`src/rtl/conv_bp_sched.sv`:
```
module conv_bp_sched #(
  parameter int MS    = 3,
  parameter int NPROC = 4
) (
  input  logic                  clk,
  input  logic                  rst,
  input  logic                  tick,
  output logic                  out_vld,
  output logic [$clog2(NPROC*(MS+1))-1:0]       wr_slot,
  output logic [NPROC*$clog2(NPROC*(MS+1))-1:0] chk_layer,
  output logic [NPROC-1:0]      chk_en,
  output logic [NPROC*$clog2(NPROC*(MS+1))-1:0] var_slot,
  output logic [NPROC-1:0]      var_en,
  output logic                  hd_vld,
  output logic [$clog2(NPROC*(MS+1))-1:0]       hd_slot
);
  localparam int P  = MS + 1;
  localparam int W  = NPROC * P;
  localparam int LW = $clog2(W);
  localparam int TW = $clog2(W + 1);
  localparam int KW = (P > 1) ? $clog2(P) : 1;

  logic [TW-1:0] nxt_t, cur_t;
  logic [LW-1:0] nxt_slot, cur_slot;
  logic [KW-1:0] nxt_kap, cur_kap;
  logic          vld_q;

  always_ff @(posedge clk) begin
    if (rst) begin
      nxt_t <= '0; cur_t <= '0;
      nxt_slot <= '0; cur_slot <= '0;
      nxt_kap <= '0; cur_kap <= '0;
      vld_q <= 1'b0;
    end else begin
      vld_q <= tick;
      if (tick) begin
        cur_t    <= nxt_t;
        cur_slot <= nxt_slot;
        cur_kap  <= nxt_kap;
        nxt_slot <= (nxt_slot == LW'(W - 1)) ? '0 : nxt_slot + 1'b1;
        nxt_kap  <= (nxt_kap == KW'(P - 1)) ? '0 : nxt_kap + 1'b1;
        if (nxt_t != TW'(W)) nxt_t <= nxt_t + 1'b1;
      end
    end
  end

  assign out_vld = vld_q;
  assign wr_slot = cur_slot;
  assign hd_vld  = vld_q && (cur_t == TW'(W));
  assign hd_slot = cur_slot;

  for (genvar p = 0; p < NPROC; p++) begin : g_proc
    localparam int BASE = p * P;
    localparam int OFF  = MS + p * P;
    logic [LW:0] sum;
    assign sum = {1'b0, cur_slot} + (LW+1)'(W - OFF);
    assign var_slot[p*LW +: LW]  = (sum >= (LW+1)'(W)) ? LW'(sum - (LW+1)'(W)) : LW'(sum);
    assign chk_layer[p*LW +: LW] = LW'(cur_kap) + LW'(BASE);
    assign chk_en[p] = vld_q && (cur_t >= TW'(BASE));
    assign var_en[p] = vld_q && (cur_t >= TW'(BASE + MS));
  end


  vld_after_tick_chk: assert property (@(posedge clk) disable iff (rst)
    out_vld |-> $past(tick));

  hd_needs_vld_chk: assert property (@(posedge clk) disable iff (rst)
    hd_vld |-> out_vld);

  hd_stays_chk: assert property (@(posedge clk) disable iff (rst)
    (out_vld && $past(hd_vld)) |-> hd_vld);

  slot_step_chk: assert property (@(posedge clk) disable iff (rst)
    (out_vld && $past(out_vld) && $past(wr_slot) != LW'(W - 1)) |-> wr_slot == $past(wr_slot) + 1'b1);

  var_implies_chk_chk: assert property (@(posedge clk) disable iff (rst)
    (var_en & ~chk_en) == '0);

  first_layer_chk: assert property (@(posedge clk) disable iff (rst)
    out_vld |-> chk_layer[LW-1:0] <= LW'(MS));
endmodule

```
`config.mk`:
```
export PLATFORM = sky130hd
export DESIGN_NAME = conv_bp_sched
export DESIGN_NICKNAME = d
export VERILOG_FILES = /design/src/rtl/conv_bp_sched.sv
export SDC_FILE = /design/constraint.sdc
export NUM_CORES = 1
export LEC_CHECK = 0
export ABC_CLOCK_PERIOD_IN_PS = 4200
export BUFFER_PORTS_ARGS = -buffer_cell sky130_fd_sc_hd__buf_4
export CORE_MARGIN = 1
export CORE_UTILIZATION = 40
export DETAILED_ROUTE_END_ITERATION = 12
export PLACE_DENSITY = 0.7
export SLEW_MARGIN = 20
export SYNTH_ARGS = -nofsm -noshare
export SYNTH_HDL_FRONTEND = slang
export SYNTH_SLANG_ARGS = --single-unit
```
`constraint.sdc`:
```
create_clock -name clk -period 4.2 [get_ports clk]
set_input_delay 1.26 -clock clk [delete_from_list [all_inputs] [get_ports clk]]
set_output_delay 1.26 -clock clk [all_outputs]
set_load 0.1 [all_outputs]
```
* Word-level counts from Yosys, hierarchy flattened
Cells that the tools add are included.
** Word-level totals
- Flip-flop bits (word level) :: 23
- Latch bits :: 0
- RAM bits :: 0
- Memory bits (read-only) :: 0
- Input bits :: 3
- Output and inout port bits :: 50
- Memories kept :: 0
** Operators by class
- Add/sub/neg operators :: 14
- Multiply operators :: 0
- Divide/modulo/power cells :: 0
- Order comparisons :: 12
- Equality and inequality tests :: 4
- Shift operators :: 0
- Muxes and demuxes :: 6
- Bitwise logic cells :: 0
- Reduce and logical (&&, ||, !) cells :: 10
** Operators by type and width (number)
- 5-bit by 4-bit greater-or-equal comparator with 1-bit output, second input constant :: 4
- 5-bit greater-or-equal comparator, second input constant :: 4
- 4-bit 2-to-1 mux :: 5
- 4-bit by 1-bit subtractor with 4-bit output, second input constant :: 4
- 4-bit by 4-bit adder with 5-bit output, second input constant :: 2
- 5-bit by 3-bit greater-or-equal comparator with 1-bit output, second input constant :: 2
- 1-bit logical AND :: 9
- 4-bit by 1-bit adder with 5-bit output, second input constant :: 1
- 4-bit by 3-bit adder with 5-bit output, second input constant :: 1
- 5-bit by 1-bit adder with 5-bit output, second input constant :: 1
- 5-bit equality test, second input constant :: 1
- 5-bit by 1-bit greater-or-equal comparator with 1-bit output, second input constant :: 1
- 5-bit by 2-bit greater-or-equal comparator with 1-bit output, second input constant :: 1
- 5-bit != test, second input constant :: 1
- 2-bit by 3-bit adder with 4-bit output, second input constant :: 1
- 2-bit by 4-bit adder with 4-bit output, second input constant :: 1
- 3-bit by 3-bit adder with 4-bit output, second input constant :: 1
- 4-bit by 1-bit adder with 4-bit output, second input constant :: 1
- 4-bit equality test, second input constant :: 1
- 2-bit by 1-bit adder with 2-bit output, second input constant :: 1
- 2-bit equality test, second input constant :: 1
- 2-bit 2-to-1 mux :: 1
- 2-bit AND reduction :: 1

* Longest topological paths before layout
Gate-level depths: netlist (run 1).
- Word-level depth :: 3
- Depth in mapped cells :: 5
- Depth with buffers taken out :: 5

* Worst setup path after synthesis (run 1)
No wires, ideal clock.
- Path type :: register to output
- Start point :: register cur_slot[0] (netlist: hd_slot[0])
- End point :: output var_slot[10]
- Arrival time :: 4.333 ns
- Data required time :: 2.940 ns
- Setup slack :: -1.393 ns
- Cell stages (with the launch flop) :: 5
- Cells stage by stage :: dfxtp_1 ha_1 xor2_1 inv_1 buf_4
** On the way
- Word-level cells in the longest chain between the ends :: 3
- Elaborated cells on any way between the ends :: 4
- Those cells by class :: add/sub (2); order compare (1); mux (1)
** RTL lines
- start, declared :: line 24 : logic [LW-1:0] nxt_slot, cur_slot;
- start signal, assigned :: line 38 : cur_slot <= nxt_slot;
- 4-bit by 3-bit adder with 5-bit output * :: line 56 : assign sum = {1'b0, cur_slot} + (LW+1)'(W - OFF);
- 4-bit by 1-bit subtractor with 4-bit output or 5-bit greater-or-equal comparator (tied branches) :: line 57 : assign var_slot[p*LW +: LW] = (sum >= (LW+1)'(W)) ? LW'(sum - (LW+1)'(W)) : LW'(sum);
- 4-bit 2-to-1 mux * :: line 57
- end, declared :: line 12 : output logic [NPROC*$clog2(NPROC*(MS+1))-1:0] var_slot,
Every way passes the cells marked *; elsewhere a longest branch is shown, timed or not.

* Final worst setup path (run 1)
- Start point :: register vld_q (netlist: out_vld)
- End point :: output hd_vld
** On the way
- Word-level cells in the longest chain between the ends :: 1
** RTL lines
- start, declared :: line 26 : logic vld_q;
- start signal, assigned :: line 35 : vld_q <= tick;
- 1-bit logical AND :: line 49 : assign hd_vld = vld_q && (cur_t == TW'(W));
- end, declared :: line 14 : output logic hd_vld,
Every way passes these cells.

==> summary.md, run 1 <==
| Metric | Value |
|---|---|
| Status | finished, final reports clean |
| RSZ-0062 raised after global routing | no |
| Hold Crit Class | reg2reg |
| Pwr per Cell Area | 325.5 mW/mm^2 |
| Cells on worst reg2reg path | 5 |
| Hold EP | nxt_t[2]$_SDFFE_PP0P_ |
| Commonest non-fill, non-tap cell in the layout | buf_4 |
| Ports | 53 |
| Launching element type of the critical path | flop |
| Synth Register Bits | 23 |
| Chip width | 58.68 microns |
| Total track usage | 0.1266 |
| Area Growth Syn to Fin | 21.91% |
| Initial antenna violation count | 0 |
| Vias in the first global route | around 820 |
| Hold buffer count at cts | 0 |
| CTS tree | done |
| Synth top area cells | dfxtp_1 36%, buf_4 16%, mux2i_1 12%, nor2_1 7.0%, ha_1 4.9% |
| H-Tree Depth | 1 |
| CP max stage cell | or4b_1 |
| Max_cap viols | 0 |
| Fmax | 339.7 MHz |
| Met2 GRT Util | 0.2332 |
| Ant. Diodes | 0 |
| Setup crit end kind | output port |
| DR WL/cell | 9.995 microns |
| DRC viols | 0 |
| Nets | ~180 |
| Synth warn | 0 |
| CP max stage delay | 0.47 ns |
| # port buffers | 44 |
| Final hold vios | 0 |
| Hold depth | 2 |
| Origin of the worst min-delay path | nxt_t[2]$_SDFFE_PP0P_ |
| CP cell instances | or4b_1 > nor3b_2 > buf_4 |
| Clock sink count | 23 |
| Clk slew on worst S/H paths | 0.11 ns |
| Routability cong. | 0.8216 |
| DR vias | 969 |
| Cell taking the most area after synthesis | dfxtp_1 |
| Global-route wire length before repair | 3367 microns |
| Fin crit period | 2.944 ns |
| Row cnt | 20 |
| Period utilisation layout | 0.7009 |
| Die area | 0.003443 sq mm |
| Critical Path Fanout Max | 6 |
| RR Startpoint | nxt_t[0]$_SDFFE_PP0P_ |
| Slew Viols, Final | 0 |
| Proportion of netlist area held by the largest area contributor | 0.3583 |
| Setup Crit Path Kind | reg2out |
| Pleak | 0.0007479 uW |
| Mean Syn Cell Area | 8.801 sq um |
| Starting DRT DRC Count | 17 |
| Reg2reg setup slack | about 2.7 ns |
| Peak supply drop | 0.2023 mV |
| Worst rel slew slack | 0.5466 |
| Clk buf depth | 2 |
| Endpoints failing setup | 0 |
| Total power | 510.0 uW |
| Worst-Margin Slew | 0.6730 ns |
| Routed WL | roughly 2100 microns |
| Reg-to-Reg End | nxt_t[0]$_SDFFE_PP0P_ |
| Netlist cell types | 30 |
| Starting Density | 0.4209 |
| Worst Skew | ~0.0015 ns |
| M1 GR Usage | 0.1415 |
| Synth Instances | 146 |
| Pre-antenna DRT Iters | 4 |
| Final ANT Viol Nets | 0 |
| Post-DP HPWL | 1612 microns |
| Pin count of the biggest net entering global routing | 26 |
| Worst endpoint required time | 2.94 ns |
| Worst skew pair latency | 0.31 ns |
| Fillcell total | 293 |
| Setup WS post-layout | 1.256 ns |
| Setup slack at placement | between 1.5 and 2 ns |
| Cts repair resizes | 0 |
| Global routing's busiest layer | met2 |
| Root buf cell | clkbuf_4 |
| Grt total ovfl | 0 |
| Worst Path Arrival | 1.68 ns |
| Die height | 58.68 microns |
| Most frequent cells in the layout | 44 x buf_4, 24 x nor2_1, 23 x dfxtp_1, 16 x mux2i_1, 8 x conb_1 |
| Layout cell share with drive strength beyond 1 | 0.3274 |
| Vias per inst | 4.571 |
| Setup Buffers After CTS | 0 |
| Part of the Yosys area used for sequential elements | 0.3583 |
| CTS buffer count | 3 |
| Core Box Area | roughly 0.0031 sq mm |
| Post-Syn Area | 0.001285 sq mm |
| M3 GR Usage | 0.03956 |
## registers in the layout, summed over array words and instances (netlist names)
name and flops:
cur_kap 2, hd_slot 4, cur_t 5, out_vld 1
nxt_slot 4, nxt_t 5, nxt_kap 2
## cells in the mapped netlist, drive strengths merged
| master | number |
|---|---|
| nor2b | 2 |
| and4bb | 1 |
| or3 | 1 |
| dfxtp | 23 |
| nand3 | 2 |
| a41oi | 1 |
| xor2 | 6 |
| conb | 2 |
| buf | 29 |
| nand2b | 2 |
| o21a | 1 |
| clkbuf | 3 |
| ha | 5 |
| o21ai | 1 |
| nor2 | 24 |
| nor3 | 2 |
| nand4 | 2 |
| nor3b | 1 |
| mux2i | 16 |
| a31oi | 2 |
| mux2 | 1 |
| or4b | 1 |
| nand2 | 5 |
| o31a | 1 |
| a21oi | 4 |
| inv | 7 |
| a21boi | 1 |
## critical path: cells and delay by family, from the launching register on
kind,cells,cell delay [ns]
simple gates,2,0.64
buf+inv,1,0.31
flops,1,0.42
## report_power, final
| group | total [uW] | internal, uW | switching, uW |
|---|---|---|---|
| combinational | 173 | 30.6 | 142 |
| sequential | 238 | 227 | 11.2 |
| clock | 99.0 | 37.1 | 61.9 |
| total | 510 | 295 | 215 |
## cells by family (layout without fill, tap and decap cells)
family	count (synthesis)	count (layout)	share of synthesized area
buffers and inverters	39	55	0.1957
xor gates and xnor gates	6	6	0.04090
and+or+nand+nor	43	43	0.1626
other	2	8	0.005844
muxes	17	17	0.1334
DFF	23	23	0.3583
AOI/OAI and AO/OA	11	11	0.05453
adders and majority gates	5	5	0.04869
## layout make-up
class                      count  area, sq um  share of cell area
multi-input combinational     90        668.1              0.4265
sequential                    23        460.4              0.2939
timing repair buffer          44        330.3              0.2109
tap                           44        55.05             0.03514
clock buffer                   4        26.28             0.01677
inverter                       7        26.28             0.01677
## worst max-delay path by stage
stage | from | end | cells past startpoint
final | out_vld$_SDFF_PP0_ | hd_vld | 3
after global routing | out_vld$_SDFF_PP0_ | hd_vld | 3
after detailed placement | cur_t[2]$_SDFFE_PP0P_ | hd_vld | 3
after floorplan | out_vld$_SDFF_PP0_ | var_en[2] | 2
after CTS | cur_t[2]$_SDFFE_PP0P_ | hd_vld | 3
after global placement | cur_t[0]$_SDFFE_PP0P_ | hd_vld | 3
## routing by layer
metal | vias up | part of all wire | wire, microns
met5 | - | 0 | 0
met4 | 0 | 0.0076 | 16
met3 | 3 | 0.062 | 131
met2 | 37 | 0.48 | 1013
met1 | 435 | 0.45 | 957
li1 | 494 | - | -
## through the flow
| step | utilization | setup TNS (ns) | instance area [sq um] | hold slack, ns | cells |
|---|---|---|---|---|---|
| floorplan | - | -0.2480 | 1380 | 0.4783 | 152 |
| global placement | 0.5045 | 0 | 1540 | 0.5076 | 208 |
| detailed placement | 0.5045 | 0 | 1540 | 0.5138 | 208 |
| CTS | 0.5131 | 0 | 1567 | 0.5328 | 212 |
| global route | 0.5131 | 0 | 1567 | 0.5655 | 212 |
| finish | 0.5131 | 0 | 1567 | 0.5375 | 212 |
(Power assumes the default switching activity.)
==> run 2, diff against run 1 <==
--- a/config.mk
+++ b/config.mk
@@ -5,12 +5,13 @@
 export SDC_FILE = /design/constraint.sdc
 export NUM_CORES = 1
 export LEC_CHECK = 0
-export ABC_CLOCK_PERIOD_IN_PS = 4200
+export ABC_AREA = 1
+export ABC_CLOCK_PERIOD_IN_PS = 2450
 export BUFFER_PORTS_ARGS = -buffer_cell sky130_fd_sc_hd__buf_4
 export CORE_MARGIN = 1
 export CORE_UTILIZATION = 40
 export DETAILED_ROUTE_END_ITERATION = 12
-export PLACE_DENSITY = 0.7
+export PLACE_DENSITY = 0.73
 export SLEW_MARGIN = 20
 export SYNTH_ARGS = -nofsm -noshare
 export SYNTH_HDL_FRONTEND = slang
==> constraint.sdc (replaced) <==
create_clock -name clk -period 2.45 [get_ports clk]
set_input_delay 0.735 -clock clk [delete_from_list [all_inputs] [get_ports clk]]
set_output_delay 0.735 -clock clk [all_outputs]
set_load 0.1 [all_outputs]
==> run 2 against run 1 <==
Sequential power grew 73%. Global-route usage grew 1.6 points. First-iteration DRC count increased by 140%. Routed wire length increased by 9.4%. Core utilization rose by 2.8 points. Highest routed layer unchanged. Final cell count increased by 17%. Design area up 7.1%. Critical endpoint is now var_en[3]. Largest power group is now combinational cells.
==> summary.md, run 2 <==
| Metric | Value |
|---|---|
| Status | finished, final reports clean |
| Initial antenna violation count | 0 |
| Ports | 53 |
| Commonest non-fill, non-tap cell in the layout | buf_4 |
| Hold Crit Class | reg2reg |
| Global-route wire length before repair | ~3800 microns |
| Most frequent cells in the layout | 44 x buf_4, 31 x nand2_1, 20 x nor2_1, 18 x dfxtp_1, 16 x inv_1 |
| Crit path from | cur_t[3]$_SDFFE_PP0P_ |
| RSZ-0062 raised after global routing | no |
| Clk buf depth | 2 |
| Dominant synthesized flop cell | dfxtp_1 |
| Setup Crit Path Kind | reg2out |
| Synth Register Bits | 23 |
| Clock sink count | 23 |
| Worst endpoint required time | 1.71 ns |
| RR Startpoint | nxt_t[0]$_SDFFE_PP0P_ |
| Endpoints failing setup | 0 |
| Pleak | 0.0007333 uW |
| Setup Buffers After CTS | 0 |
| Routability cong. | 0.7505 |
| Setup_tns | 0 ns |
| Pin count of the biggest net entering global routing | 25 |
| H-Tree Depth | 1 |
| Netlist cell types | 23 |
| Vias per inst | 4.442 |
| Slew Viols, Final | 0 |
| Launching element type of the critical path | flop |
| Ant. Diodes | 0 |
| Cell taking the most area after synthesis | dfxtp_1 |
| Setup WS post-layout | 0.1828 ns |
| Top flop regs | cur_t x5, nxt_t x5 |
| Starting DRT DRC Count | 40 |
| # port buffers | 44 |
| Hold buffer count at cts | 0 |
| Worst Skew | 0.001982 ns |
| Worst Path Arrival | roughly 1.5 ns |
| Die area | 0.003550 sq mm |
| Part of the Yosys area used for sequential elements | 0.3472 |
| Post-synth top cells | 31 x nand2_1, 30 x buf_4, 23 x dfxtp_1 |
| Starting Density | 0.4274 |
| EDFF count, synth | 0 |
| CTS tree | done |
| Post-Syn Area | 0.001326 sq mm |
| DR vias | 1106 |
| Chip width | 59.58 microns |
| Fillcell total | 311 |
| Peak supply drop | 0.2582 mV |
| Post-DP HPWL | 1690 microns |
| Synth top area cells | dfxtp_1 35%, buf_4 17%, nand2_1 8.8%, a21oi_1 6.4%, inv_1 5.7% |
| DR WL/cell | 9.309 microns |
| Fmax | 441.1 MHz |
| Fin crit period | 2.267 ns |
| Pre-antenna DRT Iters | 4 |
| Vias in the first global route | 894 |
| Synth warn | 0 |
| Proportion of netlist area held by the largest area contributor | 0.3472 |
| Reg2reg setup slack | 1.26 ns |
| CTS buffer count | 3 |
| Row cnt | 20 |
| Max_cap viols | 0 |
| Most common cell in the netlist | nand2_1 |
| Routed WL | 2318 microns |
| Period utilisation layout | 0.9254 |
| Die height | 59.58 microns |
| Reg-to-Reg End | nxt_t[1]$_SDFFE_PP0P_ |
| Clk slew on worst S/H paths | 0.13 ns |
| Final hold vios | 0 |
| Setup slack at placement | around 0.53 ns |
| Mean Syn Cell Area | between 7 and 8 sq um |
| Cts repair resizes | 0 |
| Worst skew pair latency | approximately 0.31 ns |
| Pwr per Cell Area | 623.1 mW/mm^2 |
| Async SR Flop Fraction | 0 |
| DRC viols | 0 |
| Grt total ovfl | 0 |
| Total track usage | 0.1430 |
| Core Box Area | 0.003103 sq mm |
| Synth Instances | approximately 180 |
| Cells on worst reg2reg path | 8 |
| Area Growth Syn to Fin | 26.51% |
| Nets | 214 |
| Worst Setup EP | var_en[3] |
| Setup crit end kind | output port |
| Layout cell share with drive strength beyond 1 | 0.3561 |
| Critical Path Fanout Max | 4 |
| Root buf cell | clkbuf_4 |
| Final ANT Viol Nets | 0 |
[run 2: cell count changes after synthesis, sizes merged, moves of 5 or more]
cell and change:
nand2 +26, mux2i -16, inv +15, a21oi +13, o21ai +10, nand3 +5
[run 2: layout make-up]
cell class                 instances  area [sq um]  area share
timing repair buffer              44         330.3      0.1969
clock buffer                       3         22.52     0.01342
clock inverter                     1         5.005    0.002983
sequential                        23         479.2      0.2856
multi-input combinational        112         691.9      0.4124
tap                               44         55.05     0.03281
inverter                          22         93.84     0.05593
[run 2: cell families after synthesis]
logic type | after synthesis | synth area share
AOI/OAI and AO/OA | 32 | 0.1311
xor gates and xnor gates | 3 | 0.01981
DFF | 23 | 0.3472
other | 2 | 0.005662
buffers and inverters | 54 | 0.2443
and+or+nand+nor | 64 | 0.2047
adders and majority gates | 5 | 0.04717
[run 2: worst min path at each step]
| stage | depth (start not counted) | to | start |
|---|---|---|---|
| after floorplan | 2 | cur_t[2]$_SDFFE_PP0P_ | cur_t[2]$_SDFFE_PP0P_ |
| after global placement | 2 | cur_t[2]$_SDFFE_PP0P_ | cur_t[2]$_SDFFE_PP0P_ |
| after detailed placement | 2 | cur_t[0]$_SDFFE_PP0P_ | cur_t[0]$_SDFFE_PP0P_ |
| after CTS | 2 | cur_t[0]$_SDFFE_PP0P_ | cur_t[0]$_SDFFE_PP0P_ |
| after global routing | 2 | cur_t[0]$_SDFFE_PP0P_ | cur_t[0]$_SDFFE_PP0P_ |
| final | 2 | cur_t[0]$_SDFFE_PP0P_ | cur_t[0]$_SDFFE_PP0P_ |
[run 2: critical path: stages, from the launching register on]
cell and delay (ns):
dfxtp_1 0.38, o21ai_2 0.36, inv_2 0.06, nand2_1 0.12, clkinvlp_4 0.08, buf_4 0.22
[run 2: routing by layer]
layer / routed length (microns) / part of all wire / GRT usage
met1: 1166 / 0.50 / 0.2043
met2: 1006 / 0.43 / 0.2103
met3: 115 / 0.050 / 0.01965
met4: 29 / 0.013 / 0.06977
met5: 0 / 0 / 0
[run 2: power breakdown]
group,switching (uW),internal [uW]
clock,119,61.1
sequential,22.3,390
combinational,377,75.7
total,519,527
[run 2: metrics by stage]
step / util / instances / power (uW) / hold WS [ns] / cell area, sq um
finish: 0.5407 / 249 / 1045 / 0.4846 / 1678
global route: 0.5407 / 249 / 1095 / 0.5153 / 1678
CTS: 0.5407 / 249 / 1056 / 0.4915 / 1678
detailed placement: 0.5319 / 245 / 874.8 / 0.4733 / 1650
global placement: 0.5319 / 245 / 873.4 / 0.4724 / 1650
floorplan: - / 189 / 850.9 / 0.4522 / 1519
==> run 3, diff against run 2 <==
--- a/config.mk
+++ b/config.mk
@@ -12,6 +12,7 @@
 export CORE_UTILIZATION = 40
 export DETAILED_ROUTE_END_ITERATION = 12
 export PLACE_DENSITY = 0.73
+export REMOVE_ABC_BUFFERS = 1
 export SLEW_MARGIN = 20
 export SYNTH_ARGS = -nofsm -noshare
 export SYNTH_HDL_FRONTEND = slang
==> run 3 against run 2 <==
Maximum frequency fell by 0.36%. Critical path depth fell by 2. Power fell by 1.7%. Clock power fell by 3%. Clock-buffer cell count rose by 1. Via count fell by 2.4%.
==> summary.md, run 3 (synthesis gave the netlist of run 2 again) <==
| Metric | Value |
|---|---|
| Pin count of the biggest net entering global routing | 25 |
| Fin crit period | 2.275 ns |
| Worst endpoint required time | 1.71 ns |
| Ant. Diodes | 0 |
| Total track usage | 0.1391 |
| Max_cap viols | 0 |
| Fillcell total | 330 |
| Area occupied by multi-input gates | 564.3 sq um |
| Core Box Area | 0.003103 sq mm |
| Area Growth Syn to Fin | 14.53% |
| DRC viols | 0 |
| DR vias | 1079 |
| Routability cong. | approximately 0.83 |
| Layout cell share with drive strength beyond 1 | 0.2585 |
| Setup Buffers After CTS | 0 |
| Routed WL | 2338 microns |
| Setup_tns | 0 ns |
| CTS buffer count | 3 |
| Pwr per Cell Area | 676.3 mW/mm^2 |
| H-Tree Depth | 1 |
| Vias per inst | 4.333 |
| Pre-antenna DRT Iters | 4 |
| Pleak | roughly 0.00074 uW |
| Commonest non-fill, non-tap cell in the layout | buf_4 |
| Hold Crit Class | reg2reg |
| Launching element type of the critical path | flop |
| Endpoints failing setup | 0 |
| RSZ-0062 raised after global routing | no |
| Chip width | 59.58 microns |
| # port buffers | 44 |
| Nets | 214 |
| Top flop regs | cur_t x5, nxt_t x5 |
| Starting Density | 0.4274 |
| Final Non-Filler Cells | approximately 250 |
| Initial antenna violation count | 0 |
| Global-route wire length before repair | 3808 microns |
| Setup Crit Path Kind | reg2out |
| DR WL/cell | 9.390 microns |
| CTS tree | done |
| Row cnt | 20 |
| Critical Path Fanout Max | 7 |
| Peak supply drop | 0.2575 mV |
| Die height | 59.58 microns |
| Fmax | 439.5 MHz |
| Clk buf depth | 2 |
| Grt total ovfl | 0 |
| Ports | 53 |
| Final ANT Viol Nets | 0 |
| Reg area | 460.4 sq um |
| Die area | 0.003550 sq mm |
| Worst skew pair latency | about 0.31 ns |
| Worst Skew | 0.0007793 ns |
| Status | finished, final reports clean |
| Cts repair resizes | 0 |
| Post-DP HPWL | 1718 microns |
| Setup slack at placement | 0.5136 ns |
| Starting DRT DRC Count | 50 |
| Final hold vios | 0 |
| Setup WS post-layout | approximately 0.17 ns |
| Slew Viols, Final | 0 |
| Worst Path Arrival | 1.54 ns |
| Hold buffer count at cts | 0 |
| Vias in the first global route | 896 |
| Most frequent cells in the layout | 44 x buf_4, 31 x nand2_1, 23 x dfxtp_1, 20 x inv_1, 20 x nor2_1 |
| Setup crit end kind | output port |
| Root buf cell | clkbuf_4 |
| Placed Cells | between 200 and 250 |
| Period utilisation layout | 0.9287 |
| Clock sink count | 23 |
| Clk slew on worst S/H paths | 0.12 ns |
## run 3: changes by cell type in the layout (fill, tap and decap cells not counted), sizes merged
cell / change
inv: +3
clkinvlp: -3
clkinv: -1
clkbuf: +1
## run 3: power breakdown
group          internal, uW  switching, uW
clock network          63.6            111
logic                  69.4            370
registers               393           20.6
total                   526            502
## run 3: critical path, cell delays in order, from the launching register on
cell	delay (ns)
dfxtp_1	0.46
ha_1	0.20
xor2_1	0.23
buf_4	0.34
## run 3: final timing paths
path	startpoint	endpoint	slack [ns]	cells after the start
worst min-delay path	cur_t[2]$_SDFFE_PP0P_	cur_t[2]$_SDFFE_PP0P_	0.49	2
worst max register to register	nxt_t[0]$_SDFFE_PP0P_	nxt_t[1]$_SDFFE_PP0P_	1.26	8
worst min register to register	cur_t[2]$_SDFFE_PP0P_	cur_t[2]$_SDFFE_PP0P_	0.49	2
worst max-delay path	hd_slot[0]$_SDFFE_PP0P_	var_slot[6]	0.17	3
## run 3: metrics by stage
| step | util | cell area, sq um | hold slack, ns | power (uW) |
|---|---|---|---|---|
| final | 0.4895 | 1519 | 0.4937 | 1027 |
| after global routing | 0.4895 | 1519 | 0.5261 | 1074 |
| after CTS | 0.4895 | 1519 | 0.4927 | 1036 |
| after detailed placement | 0.4810 | 1493 | 0.4734 | 861.9 |
| after global placement | 0.4810 | 1493 | 0.4709 | 859.0 |
| after floorplan | - | 1107 | 0.4475 | 784.6 |
## run 3: routing by layer
layer  vias up  global-route usage  part of all wire
met5         -                   0                 0
met4         0             0.06312            0.0073
met3         2             0.02620             0.053
met2        35              0.2135              0.44
met1       457              0.1885              0.50
li1        585                   -                 -
## run 3: area by class of cell
type                    count  area share
clock buffers               4     0.01730
inverters                  22     0.05437
multi-input cells         112      0.3715
flip-flops and latches     23      0.3031
well taps                  44     0.03624
repair buffers             44      0.2175
